## src/rtl/ecc_guard_pkg.sv

```systemverilog
package ecc_guard_pkg;

  typedef enum logic [2:0] {
    ST_IDLE,
    ST_WR,
    ST_RD_ISSUE,
    ST_RD_DEC,
    ST_MW_ISSUE,
    ST_MW_DEC,
    ST_MW_WB
  } guard_st_e;

  // Number of position-parity bits needed to cover dw data bits.
  function automatic int hamming_bits(int dw);
    int r;
    r = 1;
    while ((1 << r) < dw + r + 1) r++;
    return r;
  endfunction

  // Codeword position of data bit k: positions from 3 upward, powers of two skipped.
  function automatic int data_pos(int k);
    int cnt;
    cnt = 0;
    for (int p = 3; p < 4096; p++) begin
      if ((p & (p - 1)) != 0) begin
        if (cnt == k) return p;
        cnt++;
      end
    end
    return 0;
  endfunction

endpackage

```

## src/rtl/ecc_chk_gen.sv

```systemverilog
module ecc_chk_gen
  import ecc_guard_pkg::*;
#(
  parameter int DATA_W = 32,
  localparam int HAM_W = hamming_bits(DATA_W),
  localparam int CHK_W = HAM_W + 1
) (
  input  logic [DATA_W-1:0] data_i,
  output logic [CHK_W-1:0]  chk_o
);

  logic [HAM_W-1:0] ham;

  for (genvar gi = 0; gi < HAM_W; gi++) begin : g_ham
    logic [DATA_W-1:0] sel;
    for (genvar gk = 0; gk < DATA_W; gk++) begin : g_bit
      localparam int POS = data_pos(gk);
      if (((POS >> gi) & 1) == 1) begin : g_on
        assign sel[gk] = data_i[gk];
      end else begin : g_off
        assign sel[gk] = 1'b0;
      end
    end
    assign ham[gi] = ^sel;
  end

  assign chk_o = {(^data_i) ^ (^ham), ham};

endmodule

```

## src/rtl/ecc_chk_fix.sv

```systemverilog
module ecc_chk_fix
  import ecc_guard_pkg::*;
#(
  parameter int DATA_W = 32,
  localparam int HAM_W = hamming_bits(DATA_W),
  localparam int CHK_W = HAM_W + 1
) (
  input  logic [DATA_W-1:0] raw_data_i,
  input  logic [CHK_W-1:0]  raw_chk_i,
  output logic [DATA_W-1:0] fix_data_o,
  output logic              sec_o,
  output logic              ded_o
);

  logic [CHK_W-1:0]  recalc;
  logic [HAM_W-1:0]  syn;
  logic              par_odd;
  logic [DATA_W-1:0] flip;
  logic              data_hit;
  logic              chk_hit;

  ecc_chk_gen #(.DATA_W(DATA_W)) u_regen (
    .data_i (raw_data_i),
    .chk_o  (recalc)
  );

  assign syn     = recalc[HAM_W-1:0] ^ raw_chk_i[HAM_W-1:0];
  assign par_odd = ^{raw_data_i, raw_chk_i};

  for (genvar gk = 0; gk < DATA_W; gk++) begin : g_flip
    localparam int POS = data_pos(gk);
    assign flip[gk] = par_odd & (syn == HAM_W'(POS));
  end

  assign data_hit   = |flip;
  // zero or a single set bit: the error sits in a check bit
  assign chk_hit    = (syn & (syn - 1'b1)) == '0;
  assign sec_o      = par_odd & (data_hit | chk_hit);
  assign ded_o      = (~par_odd & (syn != '0)) | (par_odd & ~data_hit & ~chk_hit);
  assign fix_data_o = raw_data_i ^ flip;

endmodule

```

## src/rtl/ecc_byte_merge.sv

```systemverilog
module ecc_byte_merge #(
  parameter int DATA_W = 32,
  localparam int NB = DATA_W / 8
) (
  input  logic [DATA_W-1:0] old_i,
  input  logic [DATA_W-1:0] new_i,
  input  logic [NB-1:0]     be_i,
  output logic [DATA_W-1:0] out_o
);

  for (genvar gb = 0; gb < NB; gb++) begin : g_lane
    assign out_o[8*gb +: 8] = be_i[gb] ? new_i[8*gb +: 8] : old_i[8*gb +: 8];
  end

endmodule

```

## src/rtl/ecc_word_guard.sv

```systemverilog
module ecc_word_guard
  import ecc_guard_pkg::*;
#(
  parameter int DATA_W = 32,
  parameter int ADDR_W = 8,
  localparam int NB    = DATA_W / 8,
  localparam int CHK_W = hamming_bits(DATA_W) + 1
) (
  input  logic              clk_i,
  input  logic              rst_ni,
  input  logic              req_valid_i,
  output logic              req_ready_o,
  input  logic              req_we_i,
  input  logic [NB-1:0]     req_be_i,
  input  logic [ADDR_W-1:0] req_addr_i,
  input  logic [DATA_W-1:0] req_wdata_i,
  output logic              rsp_valid_o,
  output logic [DATA_W-1:0] rsp_rdata_o,
  output logic              rsp_sec_o,
  output logic              rsp_ded_o,
  output logic              mem_en_o,
  output logic              mem_we_o,
  output logic [ADDR_W-1:0] mem_addr_o,
  output logic [DATA_W-1:0] mem_wdata_o,
  output logic [CHK_W-1:0]  mem_wchk_o,
  input  logic [DATA_W-1:0] mem_rdata_i,
  input  logic [CHK_W-1:0]  mem_rchk_i
);

  // reset release synchronizer
  logic [1:0] rst_sync_q;
  logic       rst_n_int;

  always_ff @(posedge clk_i or negedge rst_ni) begin
    if (!rst_ni) rst_sync_q <= '0;
    else         rst_sync_q <= {rst_sync_q[0], 1'b1};
  end
  assign rst_n_int = rst_sync_q[1];

  guard_st_e         st_q, st_d;
  logic [ADDR_W-1:0] addr_q;
  logic [DATA_W-1:0] wbuf_q, wbuf_d;
  logic [NB-1:0]     be_q;
  logic              keep_sec_q, keep_sec_d;
  logic              rsp_valid_q, rsp_valid_d;
  logic [DATA_W-1:0] rsp_rdata_q, rsp_rdata_d;
  logic              rsp_sec_q, rsp_sec_d;
  logic              rsp_ded_q, rsp_ded_d;

  logic              cap_en;
  logic              wbuf_en;
  logic              keep_en;
  logic [DATA_W-1:0] fix_data;
  logic              dec_sec;
  logic              dec_ded;
  logic [DATA_W-1:0] merged;

  ecc_chk_gen #(.DATA_W(DATA_W)) u_gen (
    .data_i (wbuf_q),
    .chk_o  (mem_wchk_o)
  );

  ecc_chk_fix #(.DATA_W(DATA_W)) u_fix (
    .raw_data_i (mem_rdata_i),
    .raw_chk_i  (mem_rchk_i),
    .fix_data_o (fix_data),
    .sec_o      (dec_sec),
    .ded_o      (dec_ded)
  );

  ecc_byte_merge #(.DATA_W(DATA_W)) u_merge (
    .old_i (fix_data),
    .new_i (wbuf_q),
    .be_i  (be_q),
    .out_o (merged)
  );

  assign req_ready_o = (st_q == ST_IDLE) & rst_n_int;
  assign cap_en      = req_valid_i & req_ready_o;
  assign wbuf_en     = cap_en | ((st_q == ST_MW_DEC) & ~dec_ded);
  assign keep_en     = (st_q == ST_MW_DEC);

  // next-state process
  always_comb begin
    st_d        = st_q;
    wbuf_d      = wbuf_q;
    keep_sec_d  = keep_sec_q;
    rsp_valid_d = 1'b0;
    rsp_rdata_d = '0;
    rsp_sec_d   = 1'b0;
    rsp_ded_d   = 1'b0;
    unique case (st_q)
      ST_IDLE: begin
        if (cap_en) begin
          wbuf_d = req_wdata_i;
          if (!req_we_i)      st_d = ST_RD_ISSUE;
          else if (&req_be_i) st_d = ST_WR;
          else                st_d = ST_MW_ISSUE;
        end
      end
      ST_WR: begin
        st_d        = ST_IDLE;
        rsp_valid_d = 1'b1;
      end
      ST_RD_ISSUE: st_d = ST_RD_DEC;
      ST_RD_DEC: begin
        st_d        = ST_IDLE;
        rsp_valid_d = 1'b1;
        rsp_rdata_d = fix_data;
        rsp_sec_d   = dec_sec;
        rsp_ded_d   = dec_ded;
      end
      ST_MW_ISSUE: st_d = ST_MW_DEC;
      ST_MW_DEC: begin
        keep_sec_d = dec_sec;
        if (dec_ded) begin
          st_d        = ST_IDLE;
          rsp_valid_d = 1'b1;
          rsp_ded_d   = 1'b1;
        end else begin
          wbuf_d = merged;
          st_d   = ST_MW_WB;
        end
      end
      ST_MW_WB: begin
        st_d        = ST_IDLE;
        rsp_valid_d = 1'b1;
        rsp_sec_d   = keep_sec_q;
      end
      default: st_d = ST_IDLE;
    endcase
  end

  // register process
  always_ff @(posedge clk_i or negedge rst_n_int) begin
    if (!rst_n_int) begin
      st_q        <= ST_IDLE;
      addr_q      <= '0;
      wbuf_q      <= '0;
      be_q        <= '0;
      keep_sec_q  <= 1'b0;
      rsp_valid_q <= 1'b0;
      rsp_rdata_q <= '0;
      rsp_sec_q   <= 1'b0;
      rsp_ded_q   <= 1'b0;
    end else begin
      st_q        <= st_d;
      rsp_valid_q <= rsp_valid_d;
      rsp_rdata_q <= rsp_rdata_d;
      rsp_sec_q   <= rsp_sec_d;
      rsp_ded_q   <= rsp_ded_d;
      if (cap_en) begin
        addr_q <= req_addr_i;
        be_q   <= req_be_i;
      end
      if (wbuf_en) wbuf_q <= wbuf_d;
      if (keep_en) keep_sec_q <= keep_sec_d;
    end
  end

  assign mem_en_o    = (st_q == ST_WR) | (st_q == ST_RD_ISSUE) |
                       (st_q == ST_MW_ISSUE) | (st_q == ST_MW_WB);
  assign mem_we_o    = (st_q == ST_WR) | (st_q == ST_MW_WB);
  assign mem_addr_o  = addr_q;
  assign mem_wdata_o = wbuf_q;

  assign rsp_valid_o = rsp_valid_q;
  assign rsp_rdata_o = rsp_rdata_q;
  assign rsp_sec_o   = rsp_sec_q;
  assign rsp_ded_o   = rsp_ded_q;

endmodule

```

## config.mk

```make
export PLATFORM = sky130hd
export DESIGN_NAME = ecc_word_guard
export DESIGN_NICKNAME = d
export VERILOG_FILES = /design/src/rtl/ecc_guard_pkg.sv /design/src/rtl/ecc_chk_gen.sv /design/src/rtl/ecc_chk_fix.sv /design/src/rtl/ecc_byte_merge.sv /design/src/rtl/ecc_word_guard.sv
export SDC_FILE = /design/constraint.sdc
export NUM_CORES = 1
export LEC_CHECK = 0
export ABC_AREA = 1
export BUFFER_PORTS_ARGS = -buffer_cell sky130_fd_sc_hd__buf_2
export CORE_UTILIZATION = 41
export CTS_CLUSTER_SIZE = 16
export DETAILED_ROUTE_END_ITERATION = 10
export PLACE_DENSITY_LB_ADDON = 0.3
export SYNTH_ARGS = -nofsm -noshare
export SYNTH_HDL_FRONTEND = slang
export SYNTH_SLANG_ARGS = --single-unit
```

## constraint.sdc

```tcl
create_clock -name clk_i -period 7.3 [get_ports clk_i]
set_clock_uncertainty 0.1 [all_clocks]
set_input_delay 0.73 -clock clk_i [delete_from_list [all_inputs] [get_ports clk_i]]
set_output_delay 0.73 -clock clk_i [all_outputs]
set_load 0.05 [all_outputs]
```

Yosys cells after proc, flatten, opt, wreduce, memory -nomap -nowiden:

Index checks and enable logic that the tools add are counted.

* output and inout bits: 85
* input port bits: 87
* logic and storage cells: 155
* register bits: 85

* equality and inequality tests: 44
* add/subtract/negate cells: 1
* mux-type cells: 17
* reduce and logical (&&, ||, !) cells: 26
* bitwise gates (word level): 54

Operators with widths (number)
* $reduce_xor A32 Y1: 13
* $mux W32: 3
* $eq A6 B5 Y1 const B: 15
* $pmux W32 S2: 1
* $eq A6 B4 Y1 const B: 7
* $and A1 B1 Y1: 39
* $reduce_xor A39 Y1: 1
* $eq A6 B6 Y1 const B: 6
* $mux W8: 4
* $reduce_or A32 Y1: 1
* $xor A32 B32 Y32: 1
* $reduce_and A5 Y1: 4
* $eq A6 B3 Y1 const B: 3
* $mux W3: 4
* $ne A2 B2 Y1 const B: 6
* $pmux W3 S4: 1
* $eq A3 B3 Y1 const B: 3
* $or A1 B1 Y1: 7
* $and A6 B6 Y6: 1
* $eq A3 B2 Y1 const B: 2
* $eq A6 B2 Y1 const B: 1
* $logic_not A6 Y1: 1
* $pmux W1 S2: 3
* $reduce_bool A6 Y1: 1
* 11 further kinds: 14

Depth between registers and ports, before layout:

* depth after elaboration: 13
* gate-level depth with buffers: 27
* gate-level depth less buffers: 25

Modules after synthesis:

From an unflattened synthesis, not the netlist that was laid out.

* cell total of the unflattened synthesis: 1644
* area, all modules: 9009.9 sq um

By module, submodules not included
* ecc_word_guard: times used 1, sequential area each 2127.0 sq um, area each 3702.3 sq um, cells each 444
* ecc_chk_gen: times used 2, sequential area each 0.0 sq um, area each 1545.2 sq um, cells each 368
* ecc_chk_fix: times used 1, sequential area each 0.0 sq um, area each 1796.7 sq um, cells each 360
* ecc_byte_merge: times used 1, sequential area each 0.0 sq um, area each 420.4 sq um, cells each 104

Worst setup path before layout:

Ideal clock, no wire load.

* kind: reg-to-reg
* from: reg rst_sync_q[1]
* to: reg wbuf_q[10] (netlist: mem_wdata_o[10])
* slack: 2.732 ns
* buffers on the path: 0
* library setup time: 0.120 ns
* clock period less this slack: 4.568 ns
* data required time: 7.080 ns
* arrival: 4.348 ns
* cell stages (with the launch flop): 10
* cells stage by stage: dfrtp_1 inv_1 nor2_1 nand2_1 nand2_1 o21ai_1 a21oi_1 nand2_2 nand2_1 nand2_1

* cells in the longest elaborated chain, start to end: 4
* elaborated cells on any way between the ends: 5
* classes of those cells: eq/ne (1); bitwise (3); reduce/logical (1)

RTL lines
* start, declared: line ecc_word_guard.sv:31 `logic [1:0] rst_sync_q;`
* start signal, assigned: line ecc_word_guard.sv:36 `else rst_sync_q <= {rst_sync_q[0], 1'b1};`
* $and A1 B1 Y1 (*): line ecc_word_guard.sv:78 `assign req_ready_o = (st_q == ST_IDLE) & rst_n_int;`
* net req_ready_o: line ecc_word_guard.sv:12 `output logic req_ready_o,`
* $and A1 B1 Y1 (*): line ecc_word_guard.sv:79 `assign cap_en = req_valid_i & req_ready_o;`
* $ne A2 B2 Y1 (no line) or $or A1 B1 Y1 (tied branches)
* $reduce_and A5 Y1 (no line) (*)
* end signal, assigned: line ecc_word_guard.sv:156 `if (wbuf_en) wbuf_q <= wbuf_d;`
* end, declared: line ecc_word_guard.sv:42 `logic [DATA_W-1:0] wbuf_q, wbuf_d;`

The timed path passes the listed nets; every way through them passes the cells marked *.
A chain may end at the register's enable or synchronous reset.

Final worst setup path:

* from: reg wbuf_q[9] (netlist: mem_wdata_o[9])
* to: out mem_wchk_o[6]

* cells in the longest elaborated chain, start to end: 3
* elaborated cells on any way between the ends: 6
* classes of those cells: bitwise (1); reduce/logical (5)

RTL lines
* $reduce_xor A32 Y1: line ecc_chk_gen.sv:24 `assign ham[gi] = ^sel;`
* $reduce_xor A6 Y1: line ecc_chk_gen.sv:27 `assign chk_o = {(^data_i) ^ (^ham), ham};`
* $xor A1 B1 Y1 (*): line ecc_chk_gen.sv:27
* end, declared: line ecc_word_guard.sv:25 `output logic [CHK_W-1:0] mem_wchk_o,`

Every way passes the cells marked *; elsewhere a longest branch is shown, timed or not.

==> results by group <==
Run status
  • Status: finished, final reports clean

CTS
  • Clock tree buffer depth: 2
  • Root Buffer: clkbuf_16
  • CTS sink cnt: 85
  • Cts hold-fix bufs: 0
  • H-tree Lvls: 3
  • PostCTS Resize Cnt: 0
  • Clock latency on the worst-skew pair: 330 ps
  • CTS tree: done
  • Num CTS Buffers: 9
  • Post-CTS setup buffer count: 0
  • Clock-pin slew on the worst setup and hold paths: 60 ps

Yosys
  • Post-synth top cells: nand2_1 (444), nor2_1 (97), dfrtp_1 (85), nand3_1 (81), inv_1 (74)
  • Largest family of logic cells by synthesized area: simple AND/OR/NAND/NOR gates
  • Adder-Cell Fraction of Synth Area: 0%
  • Main flop type after synthesis: dfrtp_1
  • Synth top area share: 30.03%
  • Post-Syn Area: 7083 um^2
  • Cell count after synthesis: 1098
  • Post-synth EDFFs: 0
  • Yosys reg bits: 85
  • Sequential fraction of the synthesis area: 30.03%
  • Synth Area in Simple Gates: 38.17%
  • Mapped Nets: 1185
  • Compound-Gate Fraction of Synth Area: 5.229%
  • Synth warn: 0
  • Ys async rst share: 100.0%
  • Top cells by area, synth: dfrtp_1 (30%), nand2_1 (24%), xor2_1 (8.9%)
  • Netlist cell types: 32
  • Syn avg cell area: 6.451 um^2
  • Post-synthesis mux area share: 1.272%
  • Xor and xnor area share after synthesis: 17.29%
  • Dominant cell type by area after synthesis: dfrtp_1
  • Most frequent cell after synthesis: nand2_1

Cells and area
  • Nets@finish: 1339
  • N_diodes: 0
  • P&R area growth vs syn: 18.37%
  • Layout cells sized above 1: 20.30%

Floorplanning
  • IO Count: 172
  • Die X-Extent: 133.4 um
  • Core region area: 16700 um^2
  • Die area: 17800 um^2
  • Height of the chip: 133.4 um
  • # rows: 47
  • Initial Util: 42.41%

Timing
  • Hold WS: 65.27 ps
  • RSZ-0062 raised after global routing: false
  • Final Max Slew Viols: 0
  • Worst Max-Slew Pin Slew: 846.4 ps
  • Setup-failing EPs final: 0
  • Final min period: 3619 ps
  • FMAX: 276.3 MHz
  • Final hold violation count: 0
  • Slew margin rel.: 43.57%
  • Final worst-path cycle share: 49.58%
  • Sum Neg Setup Slack: 0 ps

GRT
  • Antenna violations before repair: 0
  • Met3 usage: 2.778%
  • First-pass GRT wire length: 32.04 mm
  • Vias in the first global route: 6559
  • GR Util All Layers: 22.57%
  • Global routing's busiest layer: met2
  • GRT met2 Usage: 38.08%
  • GR Util met1: 30.40%
  • Final global-route overflow total: 0
  • Largest net degree at the start of global routing: 65

Worst setup path
  • CP max FO: 4
  • CP Launch Type: flip-flop
  • CP most frequent cell: xor2_1
  • Critical path data arrival time: 2790 ps
  • Crit end category: primary output
  • Slowest cell delay on critical path: 430 ps
  • WS Path Type: reg2out
  • Highest-delay cell along the critical path: dfrtp_1
  • Top delay family on crit path: XOR/XNOR gates
  • CP cell instances: xnor2_1, xor2_1, xor2_1, xor2_1, xnor2_1, xor2_1, xnor2_1, xor2_1, buf_2
  • WP buf/inv: 1
  • Critical Path RT: 6470 ps

Route
  • Detailed-route DRC error count: 0
  • Routed len/inst: 13.29 um
  • Final wirelength: 19.61 mm
  • Number of vias per cell: 4.835
  • Routed Antenna Nets: 0
  • First-pass DRT Iterations: 7
  • Detailed Route Iter0 Violations: 424
  • Vias: 7136

Placed design
  • PortBufs: 171
  • Routability congestion estimate: 0.9317
  • HPWL after DPL: 16.23 mm

Worst hold path
  • Hold crit path type: in2async

Flow run
  • Max-cap violation count: 0
## cell usage in the layout (no fill, tap or decap), types with 2 or more instances in the layout
master	instances
dfrtp_1	84
mux2_2	8
xnor2_1	66
o21ai_0	40
nor2_4	2
bufinv_16	2
nor2_1	97
nand2_2	16
inv_1	74
buf_2	171
nor2_2	5
a21oi_1	25
nand4_1	10
buf_4	3
inv_2	29
xor2_1	72
clkbuf_16	9
nand3_1	81
nand2_1	444
## cell families after synthesis
| group | count (synthesis) |
|---|---|
| mux | 8 |
| other cells | 1 |
| compound gates | 70 |
| flops | 85 |
| buf+inv | 135 |
| simple gates | 660 |
| xor+xnor | 139 |
## sequential cells by signal, summed over array words and instances, names as in the netlist
register	flops
rsp_ded_o	1
rst_sync_q	2
st_q	3
rsp_sec_o	1
mem_wdata_o	32
rsp_valid_o	1
be_q	4
rsp_rdata_o	32
mem_addr_o	8
keep_sec_q	1
## layout make-up
| cell class | count | area (um^2) |
|---|---|---|
| Fill cell | 1752 | 8317 |
| Clock inverter | 4 | 73.82 |
| Inverter | 104 | 390.4 |
| Sequential cell | 85 | 2131 |
| Multi-Input combinational cell | 878 | 4393 |
| Tap cell | 220 | 275.3 |
| Timing Repair Buffer | 174 | 878.3 |
| Clock buffer | 11 | 242.7 |
## worst paths after layout
| path | start | to | slack (ps) | cells after the start |
|---|---|---|---|---|
| min | rst_ni | rst_sync_q[1]$_DFF_PN0_ | 70 | 1 |
| max reg2reg | rst_sync_q[1]$_DFF_PN0_ | mem_wdata_o[17]$_DFFE_PN0P_ | 4270 | 9 |
| max | mem_wdata_o[9]$_DFFE_PN0P_ | mem_wchk_o[6] | 3680 | 9 |
| min in group clk_i | rst_sync_q[0]$_DFF_PN0_ | rst_sync_q[1]$_DFF_PN0_ | 250 | 0 |
| max in group asynchronous | rst_sync_q[1]$_DFF_PN0_ | st_q[2]$_DFFE_PN0N_ | 5910 | 1 |
| min reg2reg | rst_sync_q[1]$_DFF_PN0_ | mem_wdata_o[31]$_DFFE_PN0P_ | 160 | 0 |
## through the flow
| stage | setup slack [ps] | area (um^2) | util [%] | cells |
|---|---|---|---|---|
| floorplan | 2732 | 7083 | - | 1098 |
| finish | 3681 | 8384 | 50.20 | 1476 |
| detailed placement | 3368 | 8068 | 48.31 | 1461 |
| global placement | 3477 | 8068 | 48.31 | 1461 |
| global route | 3373 | 8384 | 50.20 | 1476 |
| CTS | 3627 | 8384 | 50.20 | 1476 |
## per-layer routing
layer	wire (um)	share of wire, %
met1	8886	45
met2	9310	47
met3	1074	5.5
met4	342	1.7
met5	0	0
Power is left out: the tool's default activity adds up to more than one toggle a clock period on the data nets, which glitch-free logic cannot reach.
